$ cat config.mk
export PLATFORM = sky130hd
export DESIGN_NAME = pwm_duty_gen
export DESIGN_NICKNAME = d
export VERILOG_FILES = /design/src/rtl/pwm_duty_pkg.sv /design/src/rtl/pwm_duty_datapath.sv /design/src/rtl/pwm_duty_control.sv /design/src/rtl/pwm_duty_gen.sv
export SDC_FILE = /design/constraint.sdc
export NUM_CORES = 1
export LEC_CHECK = 0
export ABC_AREA = 1
export BUFFER_PORTS_ARGS = -buffer_cell sky130_fd_sc_hd__clkbuf_2
export CAP_MARGIN = 10
export CORE_AREA = 2 2 39 41
export CTS_CLUSTER_DIAMETER = 120
export CTS_CLUSTER_SIZE = 24
export DETAILED_ROUTE_END_ITERATION = 16
export DIE_AREA = 0 0 41 43
export PLACE_DENSITY = 0.62
export SLEW_MARGIN = 20
export SYNTH_ARGS = -nofsm -noshare
export SYNTH_HDL_FRONTEND = slang
export SYNTH_HIERARCHICAL = 1
export SYNTH_SLANG_ARGS = --single-unit
export TNS_END_PERCENT = 100
$ cat constraint.sdc
create_clock -name clk -period 2.8 [get_ports clk]
set_clock_uncertainty 0.1 [all_clocks]
set_input_delay 0.56 -clock clk [delete_from_list [all_inputs] [get_ports clk]]
set_output_delay 0.56 -clock clk [all_outputs]
set_load 0.1 [all_outputs]
$ cat src/rtl/pwm_duty_pkg.sv
package pwm_duty_pkg;

  // Strobes from control to datapath
  typedef struct packed {
    logic tripped;
    logic periodStart;
  } ctrlStrobe_t;

  // Status from datapath to control
  typedef struct packed {
    logic rampAtMax;
    logic limitSync;
    logic gateOn;
  } dpStatus_t;

endpackage

$ cat src/rtl/pwm_duty_datapath.sv
module pwm_duty_datapath
  import pwm_duty_pkg::*;
#(
  parameter int CNT_W       = 4,
  parameter int SYNC_STAGES = 2
) (
  input  logic             clk,
  input  logic             rst_n,
  input  logic             pulseInN,
  input  logic [CNT_W-1:0] threshold,
  input  logic             currentLimit,
  input  ctrlStrobe_t      strobe,
  output dpStatus_t        status,
  output logic             gateOn
);

  localparam logic [CNT_W-1:0] RAMP_MAX = {CNT_W{1'b1}};
  localparam logic [CNT_W-1:0] RAMP_ONE = {{(CNT_W-1){1'b0}}, 1'b1};

  logic [CNT_W-1:0]       ramp;
  logic [SYNC_STAGES-1:0] syncQ;
  logic                   compareOk;
  logic                   pulseAllows;

  // Free-running ramp; wraps without any input influence
  always_ff @(posedge clk or negedge rst_n) begin
    if (!rst_n) ramp <= '0;
    else        ramp <= ramp + RAMP_ONE;
  end

  // Synchronizer chain for the asynchronous limit request
  generate
    for (genvar g = 0; g < SYNC_STAGES; g++) begin : g_sync
      if (g == 0) begin : g_first
        always_ff @(posedge clk or negedge rst_n) begin
          if (!rst_n) syncQ[0] <= 1'b0;
          else        syncQ[0] <= currentLimit;
        end
      end else begin : g_next
        always_ff @(posedge clk or negedge rst_n) begin
          if (!rst_n) syncQ[g] <= 1'b0;
          else        syncQ[g] <= syncQ[g-1];
        end
      end
    end
  endgenerate

  // Inverted compare: lower threshold opens the window earlier
  assign compareOk   = (ramp >= threshold);
  assign pulseAllows = ~pulseInN;
  assign gateOn      = pulseAllows & compareOk & ~strobe.tripped;

  assign status.rampAtMax = (ramp == RAMP_MAX);
  assign status.limitSync = syncQ[SYNC_STAGES-1];
  assign status.gateOn    = gateOn;

endmodule

$ cat src/rtl/pwm_duty_control.sv
module pwm_duty_control
  import pwm_duty_pkg::*;
(
  input  logic        clk,
  input  logic        rst_n,
  input  dpStatus_t   status,
  output ctrlStrobe_t strobe,
  output logic        periodTick,
  output logic        zeroDuty
);

  logic tickQ;
  logic tripQ;
  logic anyOnQ;
  logic zeroDutyQ;

  // Tick lands in the cycle where the ramp reads zero
  always_ff @(posedge clk or negedge rst_n) begin
    if (!rst_n) tickQ <= 1'b0;
    else        tickQ <= status.rampAtMax;
  end

  // Trip latch: a set beats the period-boundary clear
  always_ff @(posedge clk or negedge rst_n) begin
    if (!rst_n)                tripQ <= 1'b0;
    else if (status.limitSync) tripQ <= 1'b1;
    else if (status.rampAtMax) tripQ <= 1'b0;
  end

  // On-time seen in the running period
  always_ff @(posedge clk or negedge rst_n) begin
    if (!rst_n)                anyOnQ <= 1'b0;
    else if (status.rampAtMax) anyOnQ <= 1'b0;
    else if (status.gateOn)    anyOnQ <= 1'b1;
  end

  // Flag for the period that just closed
  always_ff @(posedge clk or negedge rst_n) begin
    if (!rst_n)                zeroDutyQ <= 1'b0;
    else if (status.rampAtMax) zeroDutyQ <= ~(anyOnQ | status.gateOn);
  end

  assign strobe.tripped     = tripQ;
  assign strobe.periodStart = tickQ;
  assign periodTick         = tickQ;
  assign zeroDuty           = zeroDutyQ;

endmodule

$ cat src/rtl/pwm_duty_gen.sv
module pwm_duty_gen
  import pwm_duty_pkg::*;
#(
  parameter int CNT_W       = 4,
  parameter int SYNC_STAGES = 2
) (
  input  logic             clk,
  input  logic             rst_n,
  input  logic             pulseInN,
  input  logic [CNT_W-1:0] threshold,
  input  logic             currentLimit,
  output logic             gateOn,
  output logic             periodTick,
  output logic             zeroDuty
);

  ctrlStrobe_t strobe;
  dpStatus_t   status;
  logic        tripped;

  pwm_duty_datapath #(.CNT_W(CNT_W), .SYNC_STAGES(SYNC_STAGES)) i_datapath (
    .clk          (clk),
    .rst_n        (rst_n),
    .pulseInN     (pulseInN),
    .threshold    (threshold),
    .currentLimit (currentLimit),
    .strobe       (strobe),
    .status       (status),
    .gateOn       (gateOn)
  );

  pwm_duty_control i_control (
    .clk        (clk),
    .rst_n      (rst_n),
    .status     (status),
    .strobe     (strobe),
    .periodTick (periodTick),
    .zeroDuty   (zeroDuty)
  );

  assign tripped = strobe.tripped;

endmodule

==> impl_metrics.toml, run 1 <==
[clock_tree]
ctsHtreeMaxLevel = 1
cts-buffers-inserted = 3
root_buffer = "clkbuf_4"
worstSkewPairLatency_ns = 0.25
post-cts-setup-buffers = 0
postCtsHoldBufs = 0
cts_sinks = 10
path_clk_slew_ns = 0.07
cts_resized = 0
tritoncts = "yes"
ctsLongestPathBuffers = 2

[critical_path]
worst-path-max-fanout = 4
cpMostUsedCell = "nand2_1"
path_delay_family = "flip-flops"
crit_buf_inv = 3
worstSetupPathType = "reg2out"
crit_path_top_delay_cell = "dfrtp_1"
crit_arrival_ns = 1.62
critPathLaunchType = "register"
required_ns = 2.14
end_kind = "output pin"
slowest_delay_ns = 0.42
crit_chain = "ha_1, nand2_1, inv_1, nand2_1, nand3_1, nand2_1, inv_1, buf_4"

[global_route]
grt_pass1_vias = 313
grt_overflow = 0
grt_antenna_before_repair = 0
grt_pass1_wl_mm = 1.17
grt_max_degree = 11
groute.usage.overall = 0.0997

[power]
power.share.clock = 0.420
p_int_w = 0.000234
irDropWorstVdd_uv = 230
power.leakage_nw = 0.334
p_sw_frac = 0.216
p_seq_frac = 0.498
p_per_area_nw_per_um2 = 531
power_frac_comb = 0.082
p_sw_w = 0.0000647

[detailed_routing]
drt_iter0_drc = 5
ant_nets = 0
dr.pass1.iters = 4
routed_wl_um = 641
num_vias = 318
wl_met2_um = 347
via_per_inst = 4.13
drc = 0
highest_layer = "met3"
m1WireLength_um = 282
routed-wl-met3_um = 11
routedWlPerCell_um = 8.32

[timing]
finalSetupViolations = 0
hold_viol = 0
post-route-period-util = 0.814
min_period_ns = 2.28
tns_ns = 0
relSlewSlack = 0.642
max_freq_mhz = 439
rsz0062_at_grt = "no"
maxSlewViolCount = 0
worst_slew_pin_slew_ns = 0.539

[cells_and_area]
antenna_cells = 0
fin_util = 0.407
fin_cells = 77
nNetsFinal = 75
area_growth_syn_to_layout_pct = 18.1
drive_gt1_frac = 0.262
fill_cells = 143

[synthesis]
syn_inst = 50
ys.warnings.count = 6
syn_avg_cell_area_um2 = 9.53
syn_area_um2 = 477
synth_nets = 63

[place]
dpl.hpwl_um = 533
finalWeightedCongestion = 0.630
port_buffers = 10
dp_cells = 73

[hold_path]
hold_path.class = "in2async"

[die]
die_h_um = 43
rows = 14
io_pins = 11
die_w_um = 41
initial_core_util = 0.344
die_area_um2 = 1760
core_area_um2 = 1380

[flow_run]
maxCapViolCount = 0

[run_status]
outcome = "finished, final reports clean"
==> worst register-to-register path: stages (launching register included) <==
cell	delay, ns
dfrtp_1	0.42
ha_1	0.30
nand2_1	0.07
inv_1	0.04
nand2_1	0.05
nand3_1	0.08
nand2_1	0.07
inv_1	0.05
nor2_2	0.09
nand2_1	0.06
nand2_1	0.06
==> cell type report <==
type / instances / area, um^2 / share of cell area
timing repair buffer: 10 / 52.6 / 0.0933
multi-input combinational: 26 / 163 / 0.289
clock buffer: 4 / 36.3 / 0.0644
inverter: 11 / 41.3 / 0.0733
tap: 16 / 20.0 / 0.0356
sequential: 10 / 250 / 0.444
==> metal layers <==
metal | track usage | vias up
met5 | 0 | -
met1 | 0.107 | 144
met4 | 0.0200 | 0
met3 | 0.0471 | 0
li1 | - | 170
met2 | 0.169 | 4
==> layout by cell type, fill, tap and decap left out <==
master    instances
a21oi_1           1
buf_4             1
clkbuf_2          9
clkbuf_4          3
clkbuf_8          1
dfrtp_1          10
ha_1              5
inv_1            11
nand2_1          11
nand3_1           2
nand4_1           1
nor2_1            2
nor2_2            2
xor2_1            2
==> per-stage QoR <==
stage          power [W]  hold slack (ns)  setup WS, ns  cell area, um^2
6_report        0.000299           0.0560         0.521              563
5_1_grt         0.000316           0.0569         0.386              563
4_1_cts         0.000305           0.0563         0.494              563
3_5_place_dp    0.000177            0.242         0.520              527
3_3_place_gp    0.000176            0.234         0.546              527
2_1_floorplan   0.000169            0.164         0.440              477
==> state kept, by name (all words and copies together) (netlist names) <==
register / count
i_control/periodTick: 1
i_control/zeroDuty: 1
i_control/anyOnQ: 1
i_datapath/ramp: 4
i_datapath/syncQ: 1
i_datapath/status: 1
i_control/tripQ: 1
==> power groups by stage <==
stage	Clock, W	Sequential (W)	Combinational [W]
floorplan	0	0.000157	0.0000113
global placement	0	0.000152	0.0000243
detailed placement	0	0.000152	0.0000251
CTS	0.000131	0.000149	0.0000252
global route	0.000139	0.000149	0.0000274
finish	0.000126	0.000149	0.0000245
==> path summary, 6_finish.rpt <==
kind	from	slack, ns	cells after the start	to
max	i_datapath/ramp[2]	0.52	8	gateOn
max in group asynchronous	rst_n	2.34	1	i_datapath/syncQ[0]
min in group clk	i_datapath/syncQ[0]	0.25	0	i_datapath/status[1]
max reg2reg	i_datapath/ramp[2]	1.35	10	i_control/zeroDuty
min	rst_n	0.06	1	i_control/anyOnQ
min reg2reg	i_datapath/syncQ[0]	0.25	0	i_datapath/status[1]
Note: power is estimated with default switching activity, not from simulation.
==> inputs of run 2 (changes only) <==
--- a/config.mk
+++ b/config.mk
@@ -5,7 +5,7 @@
 export SDC_FILE = /design/constraint.sdc
 export NUM_CORES = 1
 export LEC_CHECK = 0
-export ABC_AREA = 1
+export ABC_AREA = 0
 export BUFFER_PORTS_ARGS = -buffer_cell sky130_fd_sc_hd__clkbuf_2
 export CAP_MARGIN = 10
 export CORE_AREA = 2 2 39 41
@@ -13,7 +13,7 @@
 export CTS_CLUSTER_SIZE = 24
 export DETAILED_ROUTE_END_ITERATION = 16
 export DIE_AREA = 0 0 41 43
-export PLACE_DENSITY = 0.62
+export PLACE_DENSITY = 0.6
 export SLEW_MARGIN = 20
 export SYNTH_ARGS = -nofsm -noshare
 export SYNTH_HDL_FRONTEND = slang
==> constraint.sdc (replaced) <==
create_clock -name clk -period 2.15 [get_ports clk]
set_clock_uncertainty 0.1 [all_clocks]
set_input_delay 0.43 -clock clk [delete_from_list [all_inputs] [get_ports clk]]
set_output_delay 0.43 -clock clk [all_outputs]
set_load 0.1 [all_outputs]
==> impl_metrics.toml, run 2 <==
[run_status]
outcome = "finished, final reports clean"

[timing]
holdWs_ns = 0.170
hold_viol = 0
finalSetupViolations = 0
maxSlewViolCount = 0
tns_ns = 0
min_period_ns = 2.13
max_freq_mhz = 469
worst_slew_pin_slew_ns = 0.540
rsz0062_at_grt = "yes"
post-route-period-util = 0.991
relSlewSlack = 0.642

[critical_path]
crit_arrival_ns = 1.60
end_kind = "output pin"
critPathLaunchType = "register"
worst-path-max-fanout = 3
worstSetupPathType = "reg2out"
required_ns = 1.62

[synthesis]
syn_inst = 37
syn_avg_cell_area_um2 = 12.0
synth_nets = 50
syn_area_um2 = 444
ys.warnings.count = 6

[place]
dp_cells = 60
dpl.hpwl_um = 498
finalWeightedCongestion = 0.648
port_buffers = 10

[clock_tree]
ctsLongestPathBuffers = 2
ctsHtreeMaxLevel = 1
path_clk_slew_ns = 0.07
cts-buffers-inserted = 3
worstSkewPairLatency_ns = 0.26
tritoncts = "yes"
cts_sinks = 10
root_buffer = "clkbuf_4"

[cells_and_area]
final_common_cell = "dfrtp_1"
area_growth_syn_to_layout_pct = 31.0
antenna_cells = 0
fin_cells = 67
top_register = "i_datapath/ramp"
largest_reg_flops = 4
fin_util = 0.420
nNetsFinal = 65
drive_gt1_frac = 0.392
final_cell_mix = "dfrtp_1 (10), clkbuf_2 (9), nor2_1 (4), inv_1 (4), ha_1 (4)"

[detailed_routing]
ant_nets = 0
drt_iter0_drc = 2
dr.pass1.iters = 2
routed_wl_um = 632
num_vias = 292
via_per_inst = 4.36
routedWlPerCell_um = 9.43
drc = 0

[global_route]
grt_pass1_wl_um = 959
grt_antenna_before_repair = 0
grt_pass1_vias = 265
groute.usage.overall = 0.0867
grt_overflow = 0
grt_max_degree = 11

[die]
die_w_um = 41
io_pins = 11
die_h_um = 43
rows = 14
die_area_um2 = 1760
core_area_um2 = 1380
initial_core_util = 0.321

[hold_path]
hold_path.class = "in2reg"

[power]
irDropWorstVdd_uv = 295
finalPower_w = 0.000389
p_per_area_nw_per_um2 = 669
power.leakage_nw = 0.309

[flow_run]
maxCapViolCount = 0
run 2: final timing paths:
kind / startpoint / end / slack (ns) / depth (start not counted)
min: currentLimit / i_datapath/syncQ[0] / 0.17 / 1
min in group asynchronous: rst_n / i_control/anyOnQ / 0.46 / 2
max: i_datapath/ramp[1] / gateOn / 0.02 / 5
min reg2reg: i_datapath/syncQ[0] / i_datapath/status[1] / 0.25 / 0
max in group asynchronous: rst_n / i_control/tripQ / 1.30 / 2
max reg2reg: i_datapath/ramp[1] / i_control/zeroDuty / 0.51 / 6
run 2: metrics by stage:
step | cell area (um^2) | worst slack (ns)
floorplan | 445 | 0.0637
global placement | 508 | 0.141
detailed placement | 508 | 0.138
CTS | 562 | 0.00574
global route | 582 | -0.0541
finish | 582 | 0.0199
run 2: layout make-up:
cell class / count / area [um^2]
clock buffer: 4 / 36.3
fill: 141 / 802
inverter: 5 / 18.8
multi-input combinational: 19 / 166
sequential: 10 / 250
tap: 16 / 20.0
timing repair buffer: 13 / 90.1
run 2: metal layers:
layer  track usage  share of wire  up-vias
li1              -              -      147
met1         0.105           0.47      140
met2         0.113           0.50        5
met3        0.0157          0.028        0
met4         0.100              0        0
met5             0              0        -
run 2: power breakdown:
group / internal [W] / switching (W) / total, W
Sequential: 0.000192 / 0.00000139 / 0.000193
Clock: 0.000103 / 0.0000650 / 0.000168
Combinational: 0.0000113 / 0.0000168 / 0.0000282
run 2: worst max-delay path, stage by stage, from the launching register on:
cell and delay, ns:
dfrtp_1 0.41, ha_1 0.28, o21ai_1 0.11, a21oi_1 0.05, o31a_2 0.31, buf_12 0.17
run 2: timing repair:
action / CTS / global route
setup buffers: 1 / 1
pin swaps: 0 / 1
hold endpoints to repair: 10 / 0
endpoints found under the setup margin: 1 / 1
gates resized for setup: 0 / 2
hold buffers: 1 / 0
